$ cat config.mk
export PLATFORM = sky130hd
export DESIGN_NAME = trig_unit
export DESIGN_NICKNAME = d
export VERILOG_FILES = /design/src/rtl/trig_pkg.sv /design/src/rtl/trig_datapath.sv /design/src/rtl/trig_control.sv /design/src/rtl/trig_unit.sv
export SDC_FILE = /design/constraint.sdc
export NUM_CORES = 1
export LEC_CHECK = 0
export BUFFER_PORTS_ARGS = -buffer_cell sky130_fd_sc_hd__buf_4
export CORE_UTILIZATION = 50
export DETAILED_ROUTE_END_ITERATION = 12
export PLACE_DENSITY = 0.81
export SLEW_MARGIN = 40
export SYNTH_ARGS = -nofsm -noshare
export SYNTH_HDL_FRONTEND = slang
export SYNTH_SLANG_ARGS = --single-unit
$ cat constraint.sdc
create_clock -name clk -period 2.8 [get_ports clk]
set_input_delay 0.14 -clock clk [delete_from_list [all_inputs] [get_ports clk]]
set_output_delay 0.14 -clock clk [all_outputs]
set_load 0.03 [all_outputs]
$ cat src/rtl/trig_pkg.sv
package trig_pkg;
  localparam int CODE_W = 4;

  typedef struct packed {
    logic clear;
    logic step;
  } trigStrb_t;

  function automatic logic [CODE_W:0] effCount(input logic [CODE_W-1:0] code);
    return (code == '0) ? (CODE_W+1)'(1) : {1'b0, code};
  endfunction
endpackage

$ cat src/rtl/trig_datapath.sv
module trig_datapath
  import trig_pkg::*;
#(
  parameter int WIDTH = 16
) (
  input  logic              clk,
  input  logic              rstN,
  input  trigStrb_t         strb,
  input  logic [WIDTH-1:0]  sampleData,
  input  logic [WIDTH-1:0]  trigValue,
  input  logic [WIDTH-1:0]  trigMask,
  input  logic [WIDTH-1:0]  trigEdge,
  input  logic [CODE_W-1:0] lenCode,
  input  logic              invert,
  input  logic              extSel,
  input  logic              extLevel,
  input  logic              extTrig,
  output logic              hitNow,
  output logic [CODE_W:0]   hitCnt
);
  localparam int CNT_W = CODE_W + 1;

  logic [WIDTH-1:0] prevData;
  logic             prevValid;
  logic [WIDTH-1:0] chanOk;
  logic             intMatch;
  logic             cond;
  logic [CNT_W-1:0] runCnt;
  logic [CNT_W-1:0] lenEff;

  // per-channel compare: ignored, level, or edge against previous sample
  for (genvar b = 0; b < WIDTH; b++) begin : g_chan
    assign chanOk[b] = !trigMask[b] ||
                       (trigEdge[b] ? (prevValid && (prevData[b] != trigValue[b]) &&
                                       (sampleData[b] == trigValue[b]))
                                    : (sampleData[b] == trigValue[b]));
  end

  assign intMatch = (&chanOk) ^ invert;
  assign cond     = extSel ? (extTrig == extLevel) : intMatch;
  assign lenEff   = effCount(lenCode);
  assign hitNow   = strb.step && cond && (runCnt == lenEff - 1'b1);

  always_ff @(posedge clk or negedge rstN) begin
    if (!rstN) begin
      prevData  <= '0;
      prevValid <= 1'b0;
      runCnt    <= '0;
      hitCnt    <= '0;
    end else if (strb.clear) begin
      prevData  <= '0;
      prevValid <= 1'b0;
      runCnt    <= '0;
      hitCnt    <= '0;
    end else if (strb.step) begin
      prevData  <= sampleData;
      prevValid <= 1'b1;
      if (!cond)                runCnt <= '0;
      else if (runCnt < lenEff) runCnt <= runCnt + 1'b1;
      if (hitNow && (hitCnt != '1)) hitCnt <= hitCnt + 1'b1;
    end
  end

  p_clear_r9: assert property (@(posedge clk) disable iff (!rstN)
    strb.clear |=> (hitCnt == '0 && runCnt == '0 && !prevValid));

  p_idle_hold_r10: assert property (@(posedge clk) disable iff (!rstN)
    (!strb.step && !strb.clear) |=> ($stable(hitCnt) && $stable(runCnt) && $stable(prevData)));

  p_one_hit_per_run_r4: assert property (@(posedge clk) disable iff (!rstN)
    hitNow |=> (!hitNow || lenCode != $past(lenCode)));

  p_hit_step_r5: assert property (@(posedge clk) disable iff (!rstN)
    !strb.clear |=> (hitCnt == $past(hitCnt) || hitCnt == $past(hitCnt) + 1'b1));
endmodule

$ cat src/rtl/trig_control.sv
module trig_control
  import trig_pkg::*;
(
  input  logic              clk,
  input  logic              rstN,
  input  logic              armClr,
  input  logic              sampleEn,
  input  logic              hitNow,
  input  logic [CODE_W:0]   hitCnt,
  input  logic [CODE_W-1:0] hitCode,
  output trigStrb_t         strb,
  output logic              trigFlag
);
  logic [CODE_W+1:0] countAfter;
  logic [CODE_W:0]   hitEff;

  assign strb.clear = armClr;
  assign strb.step  = sampleEn && !armClr;
  assign hitEff     = effCount(hitCode);
  assign countAfter = {1'b0, hitCnt} + 1'b1;

  always_ff @(posedge clk or negedge rstN) begin
    if (!rstN)                                   trigFlag <= 1'b0;
    else if (armClr)                             trigFlag <= 1'b0;
    else if (hitNow && countAfter >= {1'b0, hitEff}) trigFlag <= 1'b1;
  end

  p_sticky_r8: assert property (@(posedge clk) disable iff (!rstN)
    (trigFlag && !armClr) |=> trigFlag);

  p_rise_on_hit_r5: assert property (@(posedge clk) disable iff (!rstN)
    $rose(trigFlag) |-> $past(hitNow));

  p_clear_wins_r9: assert property (@(posedge clk) disable iff (!rstN)
    armClr |=> !trigFlag);
endmodule

$ cat src/rtl/trig_unit.sv
module trig_unit
  import trig_pkg::*;
#(
  parameter int WIDTH = 16
) (
  input  logic              clk,
  input  logic              rstN,
  input  logic              armClr,
  input  logic              sampleEn,
  input  logic [WIDTH-1:0]  sampleData,
  input  logic [WIDTH-1:0]  trigValue,
  input  logic [WIDTH-1:0]  trigMask,
  input  logic [WIDTH-1:0]  trigEdge,
  input  logic [CODE_W-1:0] lenCode,
  input  logic [CODE_W-1:0] hitCode,
  input  logic              invert,
  input  logic              extSel,
  input  logic              extLevel,
  input  logic              extTrig,
  output logic              trigFlag
);
  trigStrb_t       strb;
  logic            hitNow;
  logic [CODE_W:0] hitCnt;

  trig_control i_ctrl (
    .clk(clk), .rstN(rstN), .armClr(armClr), .sampleEn(sampleEn),
    .hitNow(hitNow), .hitCnt(hitCnt), .hitCode(hitCode),
    .strb(strb), .trigFlag(trigFlag)
  );

  trig_datapath #(.WIDTH(WIDTH)) i_dp (
    .clk(clk), .rstN(rstN), .strb(strb), .sampleData(sampleData),
    .trigValue(trigValue), .trigMask(trigMask), .trigEdge(trigEdge),
    .lenCode(lenCode), .invert(invert), .extSel(extSel),
    .extLevel(extLevel), .extTrig(extTrig), .hitNow(hitNow), .hitCnt(hitCnt)
  );
endmodule

---- Word level (Yosys, flattened, before mapping) ----
Index checks and enable logic that the tools add are counted.
storage, ports and cells
  flip-flop bits (word level) ............. 28
  output and inout bits ................... 1
  word-level logic and storage cells ...... 158
cells by class
  add/sub/neg operators ................... 4
  order comparisons ....................... 2
  equal/unequal tests ..................... 36
  muxes and demuxes ....................... 32
  bitwise gates (word level) .............. 1
  reductions and logical operators ........ 78
operator list
  cell                                              number
  logical AND 1 bit                                 37
  two-way mux 5 bit                                 7
  two-way mux 16 bit                                2
  two-way mux 1 bit                                 21
  == test 1 bit                                     17
  logical NOT 1 bit                                 17
  logical OR 1 bit                                  16
  != test 1 bit                                     16
  AND reduction 16 bit                              1
  adder 5 x 1 -> 5 bit, second input constant       2
  logical NOT 4 bit                                 2
  two-way mux 4 bit                                 2
  adder 5 x 1 -> 6 bit, second input constant       1
  >= comparator 6 x 5 -> 1 bit                      1
  nonzero test 2 bit                                3
  == test 5 bit                                     1
  less-than comparator 5 bit                        1
  != test 5 bit, second input constant              1
  subtractor 5 x 1 -> 5 bit, second input constant  1
  AND reduction 2 bit                               2
  != test 3 bit, second input constant              1
  XOR 1 bit                                         1

---- Longest topological paths before layout ----
Gate-level depths: netlist of the first run.
  depth in word-level cells ............... 14
  gate-level depth with buffers ........... 11
  gate-level depth less buffers ........... 10

---- By module ----
A second synthesis of the first run with hierarchy kept.
unflattened totals
  cell total of the unflattened synthesis .. 263
  area total of the unflattened synthesis .. 2,396.0 um^2
modules (own cells, without submodules)
  module         instances  cells each  area an instance (um^2)
  trig_datapath  1          235         2,163.3
  trig_control   1          28          232.7

---- Worst setup path before layout of the first run ----
OpenSTA, ideal clock, no wires.
  kind .................................... reg-to-reg
  from .................................... reg i_dp.prevValid
  to ...................................... reg i_dp.hitCnt[1]
  arrival time ............................ 2.296 ns
  data required time ...................... 2.675 ns
  path slack .............................. 0.379 ns
  stages on the path, launching flop included .. 12
  buffers on the path ..................... 3
  cell sequence ........................... dfrtp_1 buf_6 buf_8 nand2_1 a211oi_2 a311oi_1 nor4_1 nand4_1 mux2i_2 nor4bb_1 buf_4 mux2_4
on the way
  longest elaborated chain between the ends .. 12
  elaborated cells on any way between the ends .. 72
RTL lines
  element                                 RTL line             text
  start: declaration                      trig_datapath.sv:24  logic prevValid;
  start signal: assignment                trig_datapath.sv:47  prevValid <= 1'b0;
  start signal: assignment                trig_datapath.sv:52  prevValid <= 1'b0;
  start signal: assignment                trig_datapath.sv:57  prevValid <= 1'b1;
  logical AND 1 bit (2 in a row)          trig_datapath.sv:34  (trigEdge[b] ? (prevValid && (prevData[b] != trigValue[b]) &&
  two-way mux 1 bit                       trig_datapath.sv:34
  logical OR 1 bit                        trig_datapath.sv:33  assign chanOk[b] = !trigMask[b] ||
  AND reduction 16 bit *                  trig_datapath.sv:39  assign intMatch = (&chanOk) ^ invert;
  XOR 1 bit *                             trig_datapath.sv:39
  two-way mux 1 bit *                     trig_datapath.sv:40  assign cond = extSel ? (extTrig == extLevel) : intMatch;
  logical AND 1 bit * (2 in a row)        trig_datapath.sv:42  assign hitNow = strb.step && cond && (runCnt == lenEff - 1'b1);
  logical AND 1 bit *                     trig_datapath.sv:60  if (hitNow && (hitCnt != '1)) hitCnt <= hitCnt + 1'b1;
  nonzero test 2 bit (no source line) *   -
  AND reduction 2 bit (no source line) *  -
  end signal: assignment                  trig_datapath.sv:60
  end: declaration                        trig_datapath.sv:19  output logic [CODE_W:0] hitCnt
Every way passes the cells marked *; elsewhere a longest branch is shown, timed or not.
A chain may end at the register's enable or synchronous reset.

---- Worst setup path after layout of the first run ----
Ends and elaborated chain as after synthesis.

==> results of run 1 <==
## logic make-up after synthesis
kind of cell,Yosys count,share of synthesized area [%]
compound gates,64,20.4
xor+xnor,13,5.26
fa+ha+maj,12,6.94
buf+inv,30,6.59
flops,28,32.4
mux,23,11.7
simple gates,71,16.7
## power breakdown
group	leakage (nW)	internal, mW	switching (mW)	total [mW]
Sequential	0.376	0.422	0.0157	0.437
Combinational	1.01	0.140	0.118	0.258
Clock	0.0288	0.125	0.116	0.241
## layout by cell type, fill, tap and decap left out, types with 3 or more instances in the layout
cell type  synthesis  layout
nor2b_1            6       6
a31oi_1            6       6
nor2_1            20      20
nand2_1           17      17
nand3b_1           3       3
dfrtp_1           28      27
nand3_1            4       4
o21ai_0           17      17
a21oi_1            8       8
buf_4              1      84
nand2b_1           6       6
xnor2_1            5       5
o22ai_1            6       6
and3_1             3       3
mux2i_1           18      18
a211oi_2           3       3
a211oi_1           9       9
inv_1             21      21
mux2_4             4       4
a311oi_1           9       9
clkbuf_8           0       4
xor2_1             8       8
ha_1              12      12
## state kept, by name, indices dropped and copies added, names as in the netlist
name,count
i_dp.prevValid,1
i_dp.hitCnt,5
i_ctrl.trigFlag,1
i_dp.runCnt,5
i_dp.prevData,16
## final timing paths
path / from / endpoint / depth (start not counted)
max: i_dp.prevValid$_DFFE_PN0P_ / i_dp.hitCnt[1]$_DFFE_PN0P_ / 10
min: sampleData[1] / i_dp.prevData[1]$_DFFE_PN0P_ / 3
max reg2reg: i_dp.prevValid$_DFFE_PN0P_ / i_dp.hitCnt[1]$_DFFE_PN0P_ / 10
min reg2reg: i_ctrl.trigFlag$_DFFE_PN0P_ / i_ctrl.trigFlag$_DFFE_PN0P_ / 2
max in group asynchronous: rstN / i_dp.prevValid$_DFFE_PN0P_ / 2
min in group asynchronous: rstN / i_dp.hitCnt[0]$_DFFE_PN0P_ / 2
## metrics by stage
stage	util, %	hold slack, ns
floorplan	-	-0.156
global placement	68.4	0.0777
detailed placement	68.4	0.0820
CTS	70.0	0.131
global route	70.1	0.131
finish	70.1	0.138
## layout make-up
type	instances	area, sq um
Sequential cell	28	702
Tap cell	50	62.6
Multi-Input combinational cell	183	1320
Timing Repair Buffer	85	641
Inverter	22	82.6
Fill cell	327	1220
Clock buffer	4	55.1
## layer usage
layer	part of all wire [%]	global-route usage [%]	up-vias	wire length, um
li1	-	-	1042	-
met5	0	0	-	0
met2	51	44.2	61	2680
met3	6.3	2.87	8	333
met4	1.1	5.73	0	60
met1	42	28.0	962	2180
## tightest hold or removal path, stage by stage
cell,delay [ns]
buf_4,0.09
mux2i_1,0.06
nor2_1,0.08
## what timing repair did
action                     CTS  global route
hold buffers                 1             0
setup endpoints to repair    0             4
setup buffers                0             0
resized for setup            0             1
hold endpoints to repair    28             0
==> impl_results.md, run 1 <==
* Placed cells at roughly 370
* Layout cells sized above 1 at 32.0%
* DRT Pass-1 Iters at 4
* Ys flop type: dfrtp_1
* Synth Warn # at 0
* Post-Syn Instances at 241
* CTS tree: done
* WP data required at 2.96 ns
* Final Power at between 0.9 and 1 mW
* Place WS at 0.207 ns
* CTS sink cnt at 28
* Largest net degree at the start of global routing at 29
* Min-delay worst type: in2reg
* Clk_skew at 0.00391 ns
* Setup violations, final at 0
* Gr ovfl total at 0
* Wirelength per Cell at between 10 and 15 um
* CP arrival at ~2.7 ns
* Clock Pin Slew Worst Setup and Hold Paths at roughly 0.090 ns
* PwrDens at about 330 nW/um^2
* Syn-to-layout area delta at 32.3%
* Vias in the first global route at around 2000
* Hold Fails Final Rpt at 0
* Crit Path Category: reg2reg
* Detail Placement HPWL at 4170 um
* Drc violations at 0
* Yosys top cell area share at 32.4%
* Slew HR at between 70 and 80%
* Critical path fanouts, max at 7
* Pins Over Slew Limit at 0
* CTS HTree Levels at 1
* CP cell instances: buf_4 -> nand2_1 -> a211oi_1 -> a311oi_1 -> a2111oi_2 -> nand4_1 -> mux2i_2 -> nor4bb_1 -> buf_4 -> mux2_4
* Core ar. at slightly above 4000 sq um
* Yosys reg bits at 28
* Final net count at about 420
* Cell row count at 23
* Post-synthesis sequential area ratio at 32.4%
* Most frequent cell after synthesis: dfrtp_1
* Worst-case clock buffer depth at 2
* Yosys cell types at 40
* Area after DPL at 2800 sq um
* Reg-to-reg slack, setup at 0.24 ns
* Total of max-cap violations at 0
* Die Y at 67.8 um
* First-pass GRT wire length at roughly 8000 um
* Port Buffers at 80
* Critical path startpoint category: register
* Synth area leader: dfrtp_1
* Horiz. Die Dim at ~68 um
* Endpoint type of the worst setup path: register
* Worst VDD drop at 0.293 mV
* Worst Path Buf+Inv at 2
* CP peak stage delay at roughly 0.43 ns
* Final WS setup at about 0.24 ns
* Initial core utilization at a little over half
* Most frequent cells after synthesis: dfrtp_1 (28), inv_1 (21), nor2_1 (20), mux2i_1 (18)
* Mapped Nets at approximately 330
* Synth top area cells: dfrtp_1 (32%), mux2i_1 (8.3%), ha_1 (6.9%)
* Asr flop ratio synth at 100%
* Drt total wl at between 5000 and 6000 um
* Most frequent CP cell: buf_4
* Cell Area, Synth at about 2200 sq um
* Root Buffer: clkbuf_8
* RSZ-0062 raised after global routing: no
* Cell family with most CP delay: compound AO/OA/AOI/OAI gates
* Measured slew at the worst slew-check pin at about 0.44 ns
* DR iter-0 viols at 65
* Syn Area/Cell at around 9 sq um
* Final worst-path cycle share at about nine tenths
* Via count at about 2100
* Routed Antenna Nets at 0
* Diode count at 0
* Final setup TNS at 0 ns
* Clk Latency, worst-skew pair at 0.26 ns
* Post-synth EDFFs at 0
* Die area at 4590 sq um
* Vias/cell at about 5.6
* Maximum clock frequency at 390 MHz
* TritonCTS buffer count at 3
* GRT Resource Usage Total at between 20% and 30%
* Initial antenna violation count at 0
* I/O pin cnt at 81
* Post-route cell area at 2860 sq um
* Count of non-filler cells in the finished layout at 372
* CP max stage cell: dfrtp_2
* Routability congestion estimate at approximately 0.85
* Pleak at roughly 1.4 nW
* Status: complete, no violations
* Final min period at roughly 2.6 ns
(Power assumes the default switching activity.)
==> inputs of run 2 (changes only) <==
--- a/config.mk
+++ b/config.mk
@@ -6,9 +6,9 @@
 export NUM_CORES = 1
 export LEC_CHECK = 0
 export BUFFER_PORTS_ARGS = -buffer_cell sky130_fd_sc_hd__buf_4
-export CORE_UTILIZATION = 50
+export CORE_UTILIZATION = 30
 export DETAILED_ROUTE_END_ITERATION = 12
-export PLACE_DENSITY = 0.81
+export REMOVE_ABC_BUFFERS = 1
 export SLEW_MARGIN = 40
 export SYNTH_ARGS = -nofsm -noshare
 export SYNTH_HDL_FRONTEND = slang
==> run 2 against run 1 <==
  * Via count fell by 2.5%
  * Register-to-register slack barely moved
  * Maximum frequency fell by 0.46%
  * Clock-buffer cell count did not move
  * Die area rose by 64%
  * Critical path type unchanged
  * Clock power rose by 6%
  * Sequential power barely moved
  * Sequential share of layout area fell by 0.60 points
==> impl_results.md, run 2 (synthesis results as in run 1) <==
* Status: complete, no violations
* Final min period at 2.57 ns (+0.0118 ns)
* Clock Pin Slew Worst Setup and Hold Paths at 0.10 ns (about the same)
* Pleak at 1.42 nW (+0.39%)
* Vias in the first global route at 1942 (-1.5%)
* Critical path startpoint category: register
* Initial antenna violation count at 0 (unchanged)
* Largest register by flop count: i_dp.prevData
* Detail Placement HPWL at 4320 um (+3.4%)
* Final net count at 416 (+0.24%)
* Worst hold path startpoint: sampleData[2]
* Core ar. at 6870 sq um (+68%)
* Layout cells sized above 1 at 32.5% (+0.52 points)
* DR iter-0 viols at 53 (-18%)
* Routing usage on met1 at 18.6% (-9.4 points)
* Final core occ at 42.7% (-27 points)
* First-pass GRT wire length at 8760 um (+6.6%)
* CTS sink cnt at 28 (unchanged)
* Wirelength per Cell at 13.0 um (-7.8%)
* CTS tree: done
* Clk_skew at 0.00182 ns (-0.00209 ns)
* Commonest cells after routing, fill and taps aside: buf_4 (85), dfrtp_1 (27), inv_1 (21), nor2_1 (20), mux2i_1 (18)
* Routing usage on met2 at 25.8% (-18 points)
* Hold Fails Final Rpt at 0 (unchanged)
* Pins Over Slew Limit at 0 (unchanged)
* Crit Path Category: reg2reg
* I/O pin cnt at 81 (unchanged)
* Die area at 7560 sq um (+64%)
* Total of max-cap violations at 0 (unchanged)
* Diode count at 0 (unchanged)
* Routability congestion estimate at 0.786 (-7.4%)
* Via count at 2022 (-2.5%)
* Measured slew at the worst slew-check pin at 0.443 ns (+0.00122 ns)
* Syn-to-layout area delta at 35.6%
* Met3 Usage GRT at 2.84% (-0.028 points)
* CTS HTree Levels at 1 (unchanged)
* CP arrival at 2.74 ns (+0.02 ns)
* Initial core utilization at 31.5% (-21 points)
* Clk Latency, worst-skew pair at 0.27 ns (about the same)
* DRT Pass-1 Iters at 6 (+2)
* Worst-case clock buffer depth at 2 (unchanged)
* Commonest non-fill, non-tap cell in the layout: buf_4
* Slew HR at 70.3% (about the same)
* Cell row count at 30 (+30%)
* Final worst-path cycle share at 91.9% (+0.42 points)
* Worst r2r src: i_dp.prevValid$_DFFE_PN0P_
* Setup violations, final at 0 (unchanged)
* # fillers at 682 (+110%)
* Die Y at 86.9 um (+28%)
* GRT Max-Usage Layer: met2
* Worst reg2reg path depth at 10 (unchanged)
* WP data required at 2.97 ns (about the same)
* Root Buffer: clkbuf_8
* TritonCTS buffer count at 3 (unchanged)
* Endpoint type of the worst setup path: register
* Final Power at 0.950 mW (+1.4%)
* Vias/cell at 4.83 (-13%)
* Port Buffers at 80 (unchanged)
* Horiz. Die Dim at 86.9 um (+28%)
* Routed Antenna Nets at 0 (unchanged)
* Regs by FF count: i_dp.prevData x16, i_dp.hitCnt x5, i_dp.runCnt x5
* PwrDens at 324 nW/um^2 (-1.0%)
* Critical path fanouts, max at 5 (-2)
* Min-delay worst type: in2reg
* GRT Resource Usage Total at 14.6% (-8.9 points)
* Drt total wl at 5460 um (+3.8%)
* Max reg flops at 16 (unchanged)
* Worst VDD drop at 0.192 mV (-34%)
* Worst setup path startpoint: i_dp.prevValid$_DFFE_PN0P_
* Gr ovfl total at 0 (unchanged)
* Largest net degree at the start of global routing at 29 (unchanged)
* Maximum clock frequency at 388 MHz (-0.46%)
* Hold path depth at 3 (unchanged)
* Drc violations at 0 (unchanged)
run 2: cell count changes in the layout (fill, tap and decap cells not counted):
cell      change
nor4bb_1      -1
nor4bb_2      +1
buf_4         +1
run 2: final timing paths:
| path | endpoint | slack (ns) |
|---|---|---|
| hold / removal | i_dp.prevData[2]$_DFFE_PN0P_ | 0.13 |
| min in group asynchronous | i_dp.prevData[15]$_DFFE_PN0P_ | 0.32 |
| setup / recovery | i_dp.hitCnt[3]$_DFFE_PN0P_ | 0.23 |
| setup reg to reg | i_dp.hitCnt[3]$_DFFE_PN0P_ | 0.23 |
| max in group asynchronous | i_dp.prevValid$_DFFE_PN0P_ | 2.18 |
| hold reg to reg | i_ctrl.trigFlag$_DFFE_PN0P_ | 0.53 |
run 2: area by class of cell:
class	instances	area [sq um]	area share, %
multi-input combinational	183	1330	45.2
sequential	28	702	23.9
timing repair buffer	86	648	22.1
tap	96	120	4.09
inverter	22	82.6	2.81
clock buffer	4	55.1	1.88
run 2: timing repair:
action / 4_1_cts / 5_1_grt
endpoints found under the setup margin: 0 / 10
buffers inserted: 0 / 1
endpoints found under the hold margin: 28 / 0
hold buffers: 1 / 0
gates resized for setup: 0 / 2
run 2: report_power, final:
| part | switching [mW] | internal [mW] | leakage, nW |
|---|---|---|---|
| registers | 0.0146 | 0.422 | 0.376 |
| clock network | 0.129 | 0.126 | 0.0288 |
| logic | 0.118 | 0.141 | 1.02 |
run 2: critical path: stages (launching register included):
cell and delay [ns]:
dfrtp_2 0.41, buf_4 0.13, nand2_1 0.06, a211oi_2 0.21, a31oi_1 0.07, a2111oi_2 0.36
nand4_1 0.25, mux2i_2 0.25, nor4bb_2 0.22, buf_4 0.20, mux2_4 0.30
run 2: metal layers:
layer  vias to the layer above  part of all wire [%]
li1                       1033                     -
met1                       919                    46
met2                        68                    46
met3                         2                   7.5
met4                         0                  0.35
met5                         -                     0
run 2: per-stage QoR:
| step | worst slack [ns] | instances | TNS [ns] | instance area (sq um) | hold slack [ns] |
|---|---|---|---|---|---|
| finish | 0.226 | 419 | 0 | 2930 | 0.130 |
| global route | -0.000337 | 419 | -0.000337 | 2930 | 0.129 |
| CTS | 0.0646 | 418 | 0 | 2920 | 0.129 |
| detailed placement | 0.0828 | 413 | 0 | 2850 | 0.0883 |
| global placement | 0.193 | 413 | 0 | 2850 | 0.0903 |
| floorplan | -0.334 | 233 | -1.53 | 2100 | -0.156 |
